===== src/rtl/rx_poll_pkg.sv =====
package rx_poll_pkg;

  typedef enum logic [1:0] {
    MODE_SLEEP   = 2'd0,
    MODE_STARTUP = 2'd1,
    MODE_CHECK   = 2'd2,
    MODE_RECEIVE = 2'd3
  } rxMode_e;

  // strobes from the control FSM to the counter datapath
  typedef struct packed {
    logic clrSleep;
    logic incSleep;
    logic clrPhase;
    logic incPhase;
  } dpStrobe_t;

endpackage


===== src/rtl/rx_poll_datapath.sv =====
module rx_poll_datapath
  import rx_poll_pkg::*;
#(
  parameter int CODE_W     = 5,
  parameter int SLEEP_TICK = 1024,
  parameter int PHASE_W    = 8,
  parameter int MIN_LOW    = 16,
  parameter int OFF_DELAY  = 32
) (
  input  logic               clk,
  input  logic               rstN,
  input  logic               ctrlN,
  input  logic [CODE_W-1:0]  sleepCode,
  input  dpStrobe_t          strobe,
  output logic               pinLow,
  output logic               sleepDone,
  output logic               permCode,
  output logic               offFire,
  output logic [PHASE_W-1:0] phaseCnt
);

  localparam int SLP_W = CODE_W + $clog2(SLEEP_TICK + 1);
  localparam int LOW_W = $clog2(MIN_LOW + 1);
  localparam int OFF_W = $clog2(OFF_DELAY + 1);
  localparam logic [CODE_W-1:0] PERM = {CODE_W{1'b1}};

  logic syncA, syncB, syncPrev;
  logic [LOW_W-1:0] lowCnt;
  logic offPend;
  logic [OFF_W-1:0] offCnt;
  logic [SLP_W-1:0] sleepCnt;
  logic [SLP_W-1:0] sleepLimit;
  logic pinRise;
  logic lowLongEnough;

  // two-flop synchronizer plus one history flop for edge detection
  always_ff @(posedge clk or negedge rstN) begin
    if (!rstN) begin
      syncA    <= 1'b1;
      syncB    <= 1'b1;
      syncPrev <= 1'b1;
    end else begin
      syncA    <= ctrlN;
      syncB    <= syncA;
      syncPrev <= syncB;
    end
  end

  assign pinLow        = ~syncB;
  assign pinRise       = syncB & ~syncPrev;
  assign lowLongEnough = (lowCnt == LOW_W'(MIN_LOW));

  // saturating count of synchronized low cycles
  always_ff @(posedge clk or negedge rstN) begin
    if (!rstN)              lowCnt <= '0;
    else if (syncB)         lowCnt <= '0;
    else if (!lowLongEnough) lowCnt <= lowCnt + 1'b1;
  end

  // return-to-polling delay after an accepted release
  always_ff @(posedge clk or negedge rstN) begin
    if (!rstN) begin
      offPend <= 1'b0;
      offCnt  <= '0;
    end else if (pinLow) begin
      offPend <= 1'b0;
    end else if (pinRise && lowLongEnough) begin
      offPend <= 1'b1;
      offCnt  <= OFF_W'(OFF_DELAY - 1);
    end else if (offPend) begin
      if (offCnt == '0) offPend <= 1'b0;
      else              offCnt  <= offCnt - 1'b1;
    end
  end

  assign offFire = offPend && (offCnt == '0);

  // sleep period counter, compared live against the programmed code
  assign sleepLimit = SLP_W'(sleepCode) * SLP_W'(SLEEP_TICK);
  assign sleepDone  = (sleepCnt >= sleepLimit);
  assign permCode   = (sleepCode == PERM);

  always_ff @(posedge clk or negedge rstN) begin
    if (!rstN)                sleepCnt <= '0;
    else if (strobe.clrSleep) sleepCnt <= '0;
    else if (strobe.incSleep) sleepCnt <= sleepCnt + 1'b1;
  end

  always_ff @(posedge clk or negedge rstN) begin
    if (!rstN)                phaseCnt <= '0;
    else if (strobe.clrPhase) phaseCnt <= '0;
    else if (strobe.incPhase) phaseCnt <= phaseCnt + 1'b1;
  end

  // a release after too short a low period never arms the delay
  a_r5_short_ignored: assert property (@(posedge clk) disable iff (!rstN)
    (pinRise && !lowLongEnough && !offPend) |=> !offPend);

  // a new low level cancels a pending return
  a_r5_low_cancels: assert property (@(posedge clk) disable iff (!rstN)
    pinLow |=> !offPend);

  // each sleep entry restarts the period from zero
  a_r8_fresh_period: assert property (@(posedge clk) disable iff (!rstN)
    strobe.clrSleep |=> (sleepCnt == '0));

endmodule


===== src/rtl/rx_poll_fsm.sv =====
module rx_poll_fsm
  import rx_poll_pkg::*;
#(
  parameter int PHASE_W     = 8,
  parameter int STARTUP_CYC = 256,
  parameter int BITCHK_CYC  = 64
) (
  input  logic               clk,
  input  logic               rstN,
  input  logic               pinLow,
  input  logic               sleepDone,
  input  logic               permCode,
  input  logic               offFire,
  input  logic [PHASE_W-1:0] phaseCnt,
  input  logic               bcValid,
  input  logic               bcPass,
  output dpStrobe_t          strobe,
  output rxMode_e            state
);

  localparam logic [PHASE_W-1:0] STARTUP_LAST = PHASE_W'(STARTUP_CYC - 1);
  localparam logic [PHASE_W-1:0] CHECK_LAST   = PHASE_W'(BITCHK_CYC - 1);

  rxMode_e nextState;

  always_comb begin
    nextState = state;
    strobe    = '0;
    if (offFire) begin
      nextState       = MODE_SLEEP;
      strobe.clrSleep = 1'b1;
    end else begin
      case (state)
        MODE_SLEEP: begin
          if (pinLow || (!permCode && sleepDone)) begin
            nextState       = MODE_STARTUP;
            strobe.clrPhase = 1'b1;
          end else if (!sleepDone) begin
            strobe.incSleep = 1'b1;
          end
        end
        MODE_STARTUP: begin
          if (phaseCnt == STARTUP_LAST) begin
            if (pinLow) begin
              nextState = MODE_RECEIVE;
            end else begin
              nextState       = MODE_CHECK;
              strobe.clrPhase = 1'b1;
            end
          end else begin
            strobe.incPhase = 1'b1;
          end
        end
        MODE_CHECK: begin
          if (pinLow || (bcValid && bcPass)) begin
            nextState = MODE_RECEIVE;
          end else if (bcValid || (phaseCnt == CHECK_LAST)) begin
            nextState       = MODE_SLEEP;
            strobe.clrSleep = 1'b1;
          end else begin
            strobe.incPhase = 1'b1;
          end
        end
        default: nextState = MODE_RECEIVE;
      endcase
    end
  end

  always_ff @(posedge clk or negedge rstN) begin
    if (!rstN) state <= MODE_SLEEP;
    else       state <= nextState;
  end

  // override wakes the receiver regardless of the sleep code
  a_r4_forced_wake: assert property (@(posedge clk) disable iff (!rstN)
    (state == MODE_SLEEP && pinLow && !offFire) |=> (state == MODE_STARTUP));

  // permanent code keeps the receiver asleep while the input is high
  a_r3_perm_sleep: assert property (@(posedge clk) disable iff (!rstN)
    (state == MODE_SLEEP && permCode && !pinLow && !offFire) |=> (state == MODE_SLEEP));

  // a passing check enters receive mode
  a_r6_pass_receive: assert property (@(posedge clk) disable iff (!rstN)
    (state == MODE_CHECK && bcValid && bcPass && !offFire) |=> (state == MODE_RECEIVE));

  // a failing check returns to sleep
  a_r7_fail_sleep: assert property (@(posedge clk) disable iff (!rstN)
    (state == MODE_CHECK && bcValid && !bcPass && !pinLow && !offFire) |=> (state == MODE_SLEEP));

  // receive persists until a return to polling fires
  a_r6_receive_holds: assert property (@(posedge clk) disable iff (!rstN)
    (state == MODE_RECEIVE && !offFire) |=> (state == MODE_RECEIVE));

endmodule


===== src/rtl/rx_poll_ctrl.sv =====
module rx_poll_ctrl
  import rx_poll_pkg::*;
#(
  parameter int CODE_W      = 5,
  parameter int SLEEP_TICK  = 1024,
  parameter int STARTUP_CYC = 256,
  parameter int BITCHK_CYC  = 64,
  parameter int MIN_LOW     = 16,
  parameter int OFF_DELAY   = 32
) (
  input  logic              clk,
  input  logic              rstN,
  input  logic              ctrlN,
  input  logic [CODE_W-1:0] sleepCode,
  input  logic              bcValid,
  input  logic              bcPass,
  output logic [1:0]        mode,
  output logic              rfOn,
  output logic              bitCheckEn,
  output logic              dataEn
);

  localparam int PHASE_MAX = (STARTUP_CYC > BITCHK_CYC) ? STARTUP_CYC : BITCHK_CYC;
  localparam int PHASE_W   = (PHASE_MAX < 2) ? 1 : $clog2(PHASE_MAX);

  dpStrobe_t          strobe;
  rxMode_e            state;
  logic               pinLow, sleepDone, permCode, offFire;
  logic [PHASE_W-1:0] phaseCnt;

  rx_poll_datapath #(
    .CODE_W(CODE_W), .SLEEP_TICK(SLEEP_TICK), .PHASE_W(PHASE_W),
    .MIN_LOW(MIN_LOW), .OFF_DELAY(OFF_DELAY)
  ) uDp (
    .clk(clk), .rstN(rstN), .ctrlN(ctrlN), .sleepCode(sleepCode),
    .strobe(strobe), .pinLow(pinLow), .sleepDone(sleepDone),
    .permCode(permCode), .offFire(offFire), .phaseCnt(phaseCnt)
  );

  rx_poll_fsm #(
    .PHASE_W(PHASE_W), .STARTUP_CYC(STARTUP_CYC), .BITCHK_CYC(BITCHK_CYC)
  ) uFsm (
    .clk(clk), .rstN(rstN), .pinLow(pinLow), .sleepDone(sleepDone),
    .permCode(permCode), .offFire(offFire), .phaseCnt(phaseCnt),
    .bcValid(bcValid), .bcPass(bcPass), .strobe(strobe), .state(state)
  );

  assign mode       = state;
  assign rfOn       = (state != MODE_SLEEP);
  assign bitCheckEn = (state == MODE_CHECK);
  assign dataEn     = (state == MODE_RECEIVE);

  // at most one of the window and data enables is high
  a_r9_enable_excl: assert property (@(posedge clk) disable iff (!rstN)
    $onehot0({bitCheckEn, dataEn}));

  // the cycle after reset release is spent in sleep
  a_r1_reset_sleep: assert property (@(posedge clk)
    $rose(rstN) |-> (mode == 2'd0));

endmodule


===== config.mk =====
export PLATFORM = sky130hd
export DESIGN_NAME = rx_poll_ctrl
export DESIGN_NICKNAME = d
export VERILOG_FILES = /design/src/rtl/rx_poll_pkg.sv /design/src/rtl/rx_poll_datapath.sv /design/src/rtl/rx_poll_fsm.sv /design/src/rtl/rx_poll_ctrl.sv
export SDC_FILE = /design/constraint.sdc
export NUM_CORES = 1
export LEC_CHECK = 0
export ABC_AREA = 0
export ABC_CLOCK_PERIOD_IN_PS = 4900
export CORE_UTILIZATION = 65
export CTS_CLUSTER_SIZE = 20
export DETAILED_ROUTE_END_ITERATION = 10
export DONT_BUFFER_PORTS = 1
export HOLD_SLACK_MARGIN = 0.15
export PLACE_DENSITY = 0.81
export SETUP_SLACK_MARGIN = 0.05
export SYNTH_ARGS = -nofsm -noshare
export SYNTH_HDL_FRONTEND = slang
export SYNTH_HIERARCHICAL = 1
export SYNTH_SLANG_ARGS = --single-unit

===== constraint.sdc =====
create_clock -name clk -period 4.9 [get_ports clk]
set_input_delay 0.98 -clock clk [delete_from_list [all_inputs] [get_ports clk]]
set_output_delay 0.98 -clock clk [all_outputs]
set_load 0.03 [all_outputs]

After elaboration in Yosys (flattened, before gate mapping)
Cells that the tools add are included.
{ "op_classes": {"add_sub_neg": 4, "magnitude_cmp": 1, "n_eq_ne": 12, "n_mux": 36, "bitwise_logic": 3, "reduce_logical": 16} }
{ "ops": {"columns": ["cell", "n"], "rows": [
  ["$mux W16", 2],
  ["$mux W1", 18],
  ["$mux W6", 3],
  ["$add A16 B1 Y16 const B", 1],
  ["$ge A16 B15 Y1", 1],
  ["$mux W8", 2],
  ["$eq A5 B5 Y1 const B", 2],
  ["$mux W2", 5],
  ["$mux W5", 2],
  ["$add A8 B1 Y8 const B", 1],
  ["$eq A8 B6 Y1 const B", 1],
  ["$eq A8 B8 Y1 const B", 1],
  ["$reduce_bool A2 Y1", 4],
  ["$logic_not A6 Y1", 1],
  ["$ne A3 B2 Y1 const B", 2],
  ["$pmux W2 S3", 1],
  ["$reduce_and A3 Y1", 2],
  ["$sub A6 B1 Y6 const B", 1],
  ["$add A5 B1 Y5 const B", 1],
  ["$eq A2 B2 Y1 const B", 2],
  ["$logic_and A1 B1 Y1", 4],
  ["$ne A2 B1 Y1 const B", 2],
  ["$ne A4 B1 Y1 const B", 1],
  ["$pmux W1 S2", 2],
  ["other kinds (7)", 10]
]} }
{ "totals": {"register_bits": 41, "inputBits": 10, "out_inout_bits": 5, "wordCells": 81} }

Logic depth before layout (Yosys ltp)
Gate-level depths: netlist (run 1).
{ "logic_depth": {"word_depth": 9, "depth_mapped": 14} }

Cells and area by module
The synthesis (run 1) kept the hierarchy.
{ "by_module_without_submodules": {"columns": ["module", "instances", "cells_per_inst", "area_per_inst_um2", "seq_area_each_um2"], "rows": [
  ["rx_poll_datapath", 1, 205, 2062.0, 979.7],
  ["rx_poll_fsm", 1, 40, 359.1, 50.0],
  ["rx_poll_ctrl", 1, 3, 22.5, 0.0]
]} }

Worst setup path before layout (run 1)
OpenSTA, ideal clock, no wires.
{ "synth_timing": {"path_type": "input-to-reg", "start": "in sleepCode[1]", "end": "reg uDp.phaseCnt[7]", "setup_time_ps": 78, "t_arrival_ps": 3244, "required_time_ps": 4822, "slack_ps": 1578, "cell_stages": 13, "n_path_buf": 1, "cell_sequence": "inv_1 ha_1 nor4b_1 a311oi_1 o21ai_0 or2b_1 nand2_1 a21oi_1 nor2_1 clkbuf_1 o2111ai_1 or3_1 a21oi_1"} }
{ "synth_lines": {"columns": ["item", "line_no", "source"], "rows": [
  ["start, declared", "rx_poll_ctrl.sv:14", "input logic [CODE_W-1:0] sleepCode,"],
  ["end signal, assigned", "rx_poll_datapath.sv:92", "else if (strobe.incPhase) phaseCnt <= phaseCnt + 1'b1;"],
  ["end, declared", "rx_poll_datapath.sv:19", "output logic [PHASE_W-1:0] phaseCnt"]
]} }

==> summary.md, run 1 <==
| Metric | Value |
|---|---|
| Ys flop type | dfrtp_1 |
| Pre-CTS WS | 1.24 ns |
| Synthesized instance count | 248 |
| Max Cap Viol | 0 |
| Max Slew Vio Count | 0 |
| Power Density | 370 mW/mm^2 |
| Worst-path clk slew | 0.08 ns |
| TritonRoute pass-1 iters | 4 |
| CTS H-tree lvls | 2 |
| Reg area | 0.00103 sq mm |
| Most common cell after layout, fill and taps aside | dfrtp_1 |
| Initial antenna violation count | 0 |
| IO Count | 15 |
| Gr ovfl total | 0 |
| Final hold vios | 0 |
| CTS Buffer Depth | 2 |
| Final setup violating endpoints | 0 |
| Slew @ Worst Pin | 0.820 ns |
| Total Power | 949 uW |
| Synth top area cells | dfrtp_1 39%, ha_1 8.2%, xnor2_1 4.7% |
| Post-CTS setup buffer count | 0 |
| Die height | 63.3 um |
| HP Class | reg -> reg |
| Post-route worst setup slack | 1.54 ns |
| Crit path kind | in -> reg |
| Final min period | 3.36 ns |
| RD Place Congestion | 0.778 |
| CP Data Required Time | 5.12 ns |
| WHS | 0.362 ns |
| Largest area contributor in the netlist | dfrtp_1 |
| Vias in the first global route | 1682 |
| First-pass GRT wire length | 7.33 mm |
| Peak VDD IR | 276 uV |
| Via count | 1714 |
| Drt drc | 0 |
| First DRT Iteration DRCs | 57 |
| Yosys cell types | 54 |
| Area occupied by multi-input gates | 0.00129 sq mm |
| Area growth syn-to-layout | 4.92% |
| Core area | 0.00347 sq mm |
| Slew margin rel. | 45.2% |
| # clock sinks | 41 |
| Worst Path Max Fanout | 9 |
| Clock power frac | 25.7% |
| DIE AREA | 0.00401 sq mm |
| Row count | 21 |
| Cts bufs inserted | 5 |
| Worst-Skew Late Latency | 0.29 ns |
| Final WL | 4.04 mm |
| Tcrit/Tclk final | 68.6% |
| HPWL after detailed placement | 2.94 mm |
| Layout cell share with drive strength beyond 1 | 11.6% |
| RSZ-0062 raised after global routing | no |
| Total global-route track usage | 23.5% |
| Final instance area | 0.00256 sq mm |
| CTS resizes | 0 |
| Synth top area share | 38.9% |
| Critical path arrival | 3.58 ns |
| DR WL/cell | 13.7 um |
| Mean Syn Cell Area | 9.85 sq um |
| NetSw | 330 uW |
| Share of synthesized registers carrying an async set or reset | 100% |
| Lkg Pwr | 1.17 nW |
| Vias per inst | 5.81 |
| Yosys reg bits | 41 |
| CP endpoint kind | flip-flop |
| Status | complete, no violations |
| Final Core Density | 73.9% |
| Max Fclk | 297 MHz |
| Sequential share of the synthesized area | 42.1% |
| IO buf count | 0 |
| Antenna fix cells | 0 |
| Synthesized area | 0.00244 sq mm |
| Switching share of power | 34.8% |
| CTS hold repair buffers | 0 |
| Placed insts | 287 |
| Nets | 274 |
| Placed instance area | 0.00246 sq mm |
| Layout fillers | 255 |
| Setup TNS | 0 ns |
| Int Power | 619 uW |
| Syn. warnings | 6 |
| Final ANT Viol Nets | 0 |
| Reg power frac | 48.6% |
| Max Clock Skew | 0.00965 ns |
| Syn Nets | 274 |
| Layout Cells excl Fill | 295 |
| CTS tree | done |
| Root buffer cell | clkbuf_8 |
| Most frequent cells in the layout | 38 x dfrtp_1, 24 x nor2_1, 22 x inv_1 |
| CP Launch Type | primary input |
| Largest net degree at the start of global routing | 42 |
| Combinational power share | 25.7% |
| Chip width | 63.3 um |
| EDFF count, synth | 0 |
| Initial Util | 70.5% |
-- sequential cells by signal (all words and copies together) (netlist names) --
| name | count |
|---|---|
| uFsm/state | 2 |
| uDp/sleepCnt | 16 |
| uDp/offCnt | 6 |
| uDp/syncPrev | 1 |
| uDp/lowCnt | 5 |
| uDp/offPend | 1 |
| uDp/phaseCnt | 8 |
| uDp/syncB | 1 |
| uDp/syncA | 1 |
-- cells by family (layout without fill, tap and decap cells) --
| kind of cell | after synthesis | after routing | synth area share, % |
|---|---|---|---|
| AOI/OAI and AO/OA | 42 | 42 | 13.4 |
| and+or+nand+nor | 94 | 94 | 21.7 |
| DFF | 41 | 41 | 42.1 |
| buffers and inverters | 29 | 30 | 5.12 |
| muxes | 3 | 3 | 1.23 |
| xor gates and xnor gates | 23 | 23 | 8.24 |
| adders and majority gates | 16 | 16 | 8.19 |
-- cell type report --
class | count | area share, %
Multi-Input combinational cell | 178 | 50.3
Sequential cell | 41 | 40.2
Clock buffer | 7 | 3.76
Inverter | 22 | 3.22
Tap cell | 46 | 2.24
Clock inverter | 1 | 0.342
-- per-layer routing --
layer | wire length (um) | vias to the layer above | track usage [%]
met5 | 0 | - | 0
met4 | 40 | 0 | 9.66
met3 | 117 | 4 | 3.99
met2 | 1870 | 30 | 36.8
met1 | 2010 | 807 | 32.3
li1 | - | 873 | -
-- worst paths after layout --
check	startpoint	to	slack, ns	depth (start not counted)
max	sleepCode[1]	uDp/phaseCnt[7]	1.54	12
min	uDp/syncA	uDp/syncB	0.36	0
min in group asynchronous	rstN	uDp/lowCnt[4]	0.38	0
max reg2reg	uFsm/state[0]	uDp/phaseCnt[7]	1.60	9
min reg2reg	uDp/syncA	uDp/syncB	0.36	0
max in group asynchronous	rstN	uDp/syncB	4.34	0
-- worst max-delay path, stage by stage --
cell and delay (ns):
inv_1 0.02, ha_1 0.27, nor4b_1 0.22, a311oi_1 0.13
o21ai_0 0.21, or2b_1 0.31, nand2_1 0.08, a21oi_1 0.07
nor2_1 0.43, o2111ai_1 0.30, or3_1 0.41, a21oi_1 0.14
-- power groups by stage --
stage          registers [mW]  logic (mW)  clock network, mW
6_report                0.461       0.244              0.244
5_1_grt                 0.470       0.277              0.266
4_1_cts                 0.462       0.242              0.252
3_5_place_dp            0.469       0.240                  0
3_3_place_gp            0.467       0.236                  0
2_1_floorplan           0.453       0.218                  0
-- cell usage after synthesis (3+ instances only) --
library cell  number
nand2_1           19
dfstp_2            3
a21oi_1           11
or3_1              3
o21ai_0            6
ha_1              16
a211oi_1           4
xor2_1            10
nor2b_1            3
inv_1             22
nand3_1            6
xnor2_1           13
mux2i_1            3
nor3_1             6
nand4_2            3
clkbuf_1           4
nor4_1             4
nor2_1            24
nand4_1            5
a21o_1             3
dfrtp_1           38
Note: power is estimated with default switching activity, not from simulation.
==> run 2, diff against run 1 <==
--- a/config.mk
+++ b/config.mk
@@ -6,13 +6,13 @@
 export NUM_CORES = 1
 export LEC_CHECK = 0
 export ABC_AREA = 0
-export ABC_CLOCK_PERIOD_IN_PS = 4900
-export CORE_UTILIZATION = 65
+export ABC_CLOCK_PERIOD_IN_PS = 3300
+export CORE_UTILIZATION = 63
 export CTS_CLUSTER_SIZE = 20
 export DETAILED_ROUTE_END_ITERATION = 10
 export DONT_BUFFER_PORTS = 1
 export HOLD_SLACK_MARGIN = 0.15
-export PLACE_DENSITY = 0.81
+export PLACE_DENSITY = 0.79
 export SETUP_SLACK_MARGIN = 0.05
 export SYNTH_ARGS = -nofsm -noshare
 export SYNTH_HDL_FRONTEND = slang
==> constraint.sdc (replaced) <==
create_clock -name clk -period 3.3 [get_ports clk]
set_input_delay 0.66 -clock clk [delete_from_list [all_inputs] [get_ports clk]]
set_output_delay 0.66 -clock clk [all_outputs]
set_load 0.03 [all_outputs]
==> run 2 against run 1 <==
  * Register-to-register slack worse by 1.2 ns
  * Total power up 67%
  * Hold slack worse by 0.17 ns
  * Critical path depth down 1
  * Non-clock buffer count up 8
  * Critical path type is now reg -> reg
  * Routed wire length up 14%
  * Count of clock-buffer cells in the layout down 2
  * Sequential share of layout area down 1.6 points
  * Critical endpoint unchanged
==> summary.md, run 2 (synthesized netlist as in run 1, its figures left out) <==
| Metric | Value |
|---|---|
| CP Launch Type | flip-flop (was primary input) |
| # clock sinks | 41 (unchanged) |
| Via count | 1786 (was 1714) |
| Pre-CTS WS | 0.268 ns (was 1.24 ns) |
| Tcrit/Tclk final | 87.5% |
| Vias per inst | 5.86 (was 5.81) |
| Placed insts | 296 (was 287) |
| Most common cell after layout, fill and taps aside | dfrtp_1 (unchanged) |
| CTS Buffer Depth | 2 (unchanged) |
| Max Cap Viol | 0 (unchanged) |
| Power Density | 592 mW/mm^2 (was 370 mW/mm^2) |
| Critical path arrival | 3.10 ns (was 3.58 ns) |
| CTS H-tree lvls | 2 (unchanged) |
| Post-CTS setup buffer count | 0 (unchanged) |
| Core area | 0.00369 sq mm (was 0.00347 sq mm) |
| Root buffer cell | clkbuf_8 (unchanged) |
| Slew margin rel. | 67.5% (was 45.2%) |
| Worst Path Max Fanout | 5 (was 9) |
| Nets | 282 (was 274) |
| Final hold vios | 0 (unchanged) |
| Final WL | 4.60 mm (was 4.04 mm) |
| CP endpoint kind | flip-flop (unchanged) |
| DR WL/cell | 15.1 um (was 13.7 um) |
| Drt drc | 0 (unchanged) |
| Gr ovfl total | 0 (unchanged) |
| Most flops, register | uDp/sleepCnt (unchanged) |
| Chip width | 64.3 um (was 63.3 um) |
| HPWL after detailed placement | 3.13 mm (was 2.94 mm) |
| Die height | 64.3 um (was 63.3 um) |
| Post-route worst setup slack | 0.411 ns (was 1.54 ns) |
| Initial Util | 66.2% (was 70.5%) |
| IO Count | 15 (unchanged) |
| Vias in the first global route | 1805 (was 1682) |
| Crit path kind | reg -> reg (was in -> reg) |
| Initial antenna violation count | 0 (unchanged) |
| Layout cell share with drive strength beyond 1 | 14.4% (was 11.6%) |
| DIE AREA | 0.00413 sq mm (was 0.00401 sq mm) |
| Max Fclk | 346 MHz |
| Final setup violating endpoints | 0 (unchanged) |
| Largest net degree at the start of global routing | 39 (was 42) |
| Lkg Pwr | 1.22 nW (was 1.17 nW) |
| Max Clock Skew | 0.0110 ns (was 0.00965 ns) |
| RD Place Congestion | 0.885 (was 0.778) |
| Row count | 22 (was 21) |
| First-pass GRT wire length | 7.81 mm (was 7.33 mm) |
| First DRT Iteration DRCs | 99 (was 57) |
| Antenna fix cells | 0 (unchanged) |
| Worst-path clk slew | 0.08 ns (about the same) |
| Total global-route track usage | 25.4% (was 23.5%) |
| Area growth syn-to-layout | 9.17% (was 4.92%) |
| Setup TNS | 0 ns (unchanged) |
| CTS tree | done (unchanged) |
| TritonRoute pass-1 iters | 4 (unchanged) |
| Peak VDD IR | 524 uV (was 276 uV) |
| Max reg flops | 16 (unchanged) |
| Cts bufs inserted | 5 (unchanged) |
| Max Slew Vio Count | 0 (unchanged) |
| Layout Cells excl Fill | 305 (was 295) |
| Most frequent cells in the layout | 38 x dfrtp_1, 24 x nor2_1, 22 x inv_1 (unchanged) |
| CP Data Required Time | 3.51 ns (was 5.12 ns) |
| Final ANT Viol Nets | 0 (unchanged) |
| Area occupied by multi-input gates | 0.00129 sq mm (unchanged) |
| HP Class | in -> async (was reg -> reg) |
| Status | complete, no violations (unchanged) |
| Top Registers | uDp/sleepCnt: 16 flops, uDp/phaseCnt: 8 flops, uDp/offCnt: 6 flops (unchanged) |
| Layout fillers | 268 (was 255) |
| Slew @ Worst Pin | 0.475 ns (was 0.820 ns) |
| Worst-Skew Late Latency | 0.30 ns (was 0.29 ns) |
| IO buf count | 0 (unchanged) |
| Reg area | 0.00103 sq mm (unchanged) |
| Final min period | 2.89 ns |
| RSZ-0062 raised after global routing | no (unchanged) |
-- run 2: cell types whose count changed in the layout (fill, tap and decap cells not counted) --
| cell | before | now |
|---|---|---|
| inv_6 | 1 | 0 |
| clkinv_2 | 0 | 1 |
| bufinv_16 | 0 | 2 |
| buf_12 | 0 | 1 |
| buf_4 | 0 | 7 |
| clkbuf_8 | 7 | 5 |
-- run 2: repair_timing --
item                                   in CTS  in global routing
endpoints found under the hold margin      38                  0
hold buffers                                1                  0
setup endpoints to repair                   0                  0
gates resized for setup                     0                  0
-- run 2: through the flow --
step	total power [mW]	area, sq um	hold WS, ns	util, %
4_1_cts	1.59	2670	0.187	72.3
5_1_grt	1.66	2670	0.178	72.3
2_1_floorplan	0.996	2440	0.345	-
3_3_place_gp	1.08	2510	0.347	68.1
3_5_place_dp	1.10	2510	0.349	68.1
6_report	1.58	2670	0.191	72.3
-- run 2: power breakdown --
part	switching, mW	total, mW	leakage [nW]	internal [mW]
Combinational	0.270	0.458	0.610	0.188
Clock	0.175	0.476	0.0681	0.300
Sequential	0.0767	0.647	0.545	0.570
Total	0.523	1.58	1.22	1.06
-- run 2: worst max-delay path, stage by stage, from the launching register on --
cell       delay [ns]
dfrtp_1          0.42
ha_1             0.30
nor4b_1          0.26
a311oi_1         0.16
o21ai_0          0.25
or2b_1           0.32
nand2_1          0.09
a21oi_1          0.06
nor2_1           0.13
o2111ai_1        0.24
or3_1            0.40
a21oi_1          0.16
-- run 2: cell type report --
type	count	area share, %
multi-input combinational	178	48.3
sequential	41	38.6
inverter	22	3.10
timing repair buffer	8	2.72
clock buffer	5	2.58
clock inverter	3	2.44
tap	48	2.25
-- run 2: worst paths after layout --
kind / start / end / slack, ns / cells after the start
max in group asynchronous: rstN / uDp/offCnt[4] / 2.91 / 1
max reg2reg: uDp/sleepCnt[11] / uDp/phaseCnt[7] / 0.41 / 11
max: uDp/sleepCnt[11] / uDp/phaseCnt[7] / 0.41 / 11
min reg2reg: uDp/syncA / uDp/syncB / 0.36 / 0
min: rstN / uDp/sleepCnt[13] / 0.19 / 1
min in group clk: ctrlN / uDp/syncA / 0.35 / 0
-- run 2: metal layers --
metal	global-route usage, %	vias up	wire, um
met5	0	-	0
met4	11.7	0	85
met3	6.96	7	162
met2	42.1	35	2260
met1	30.4	855	2090
li1	-	889	-
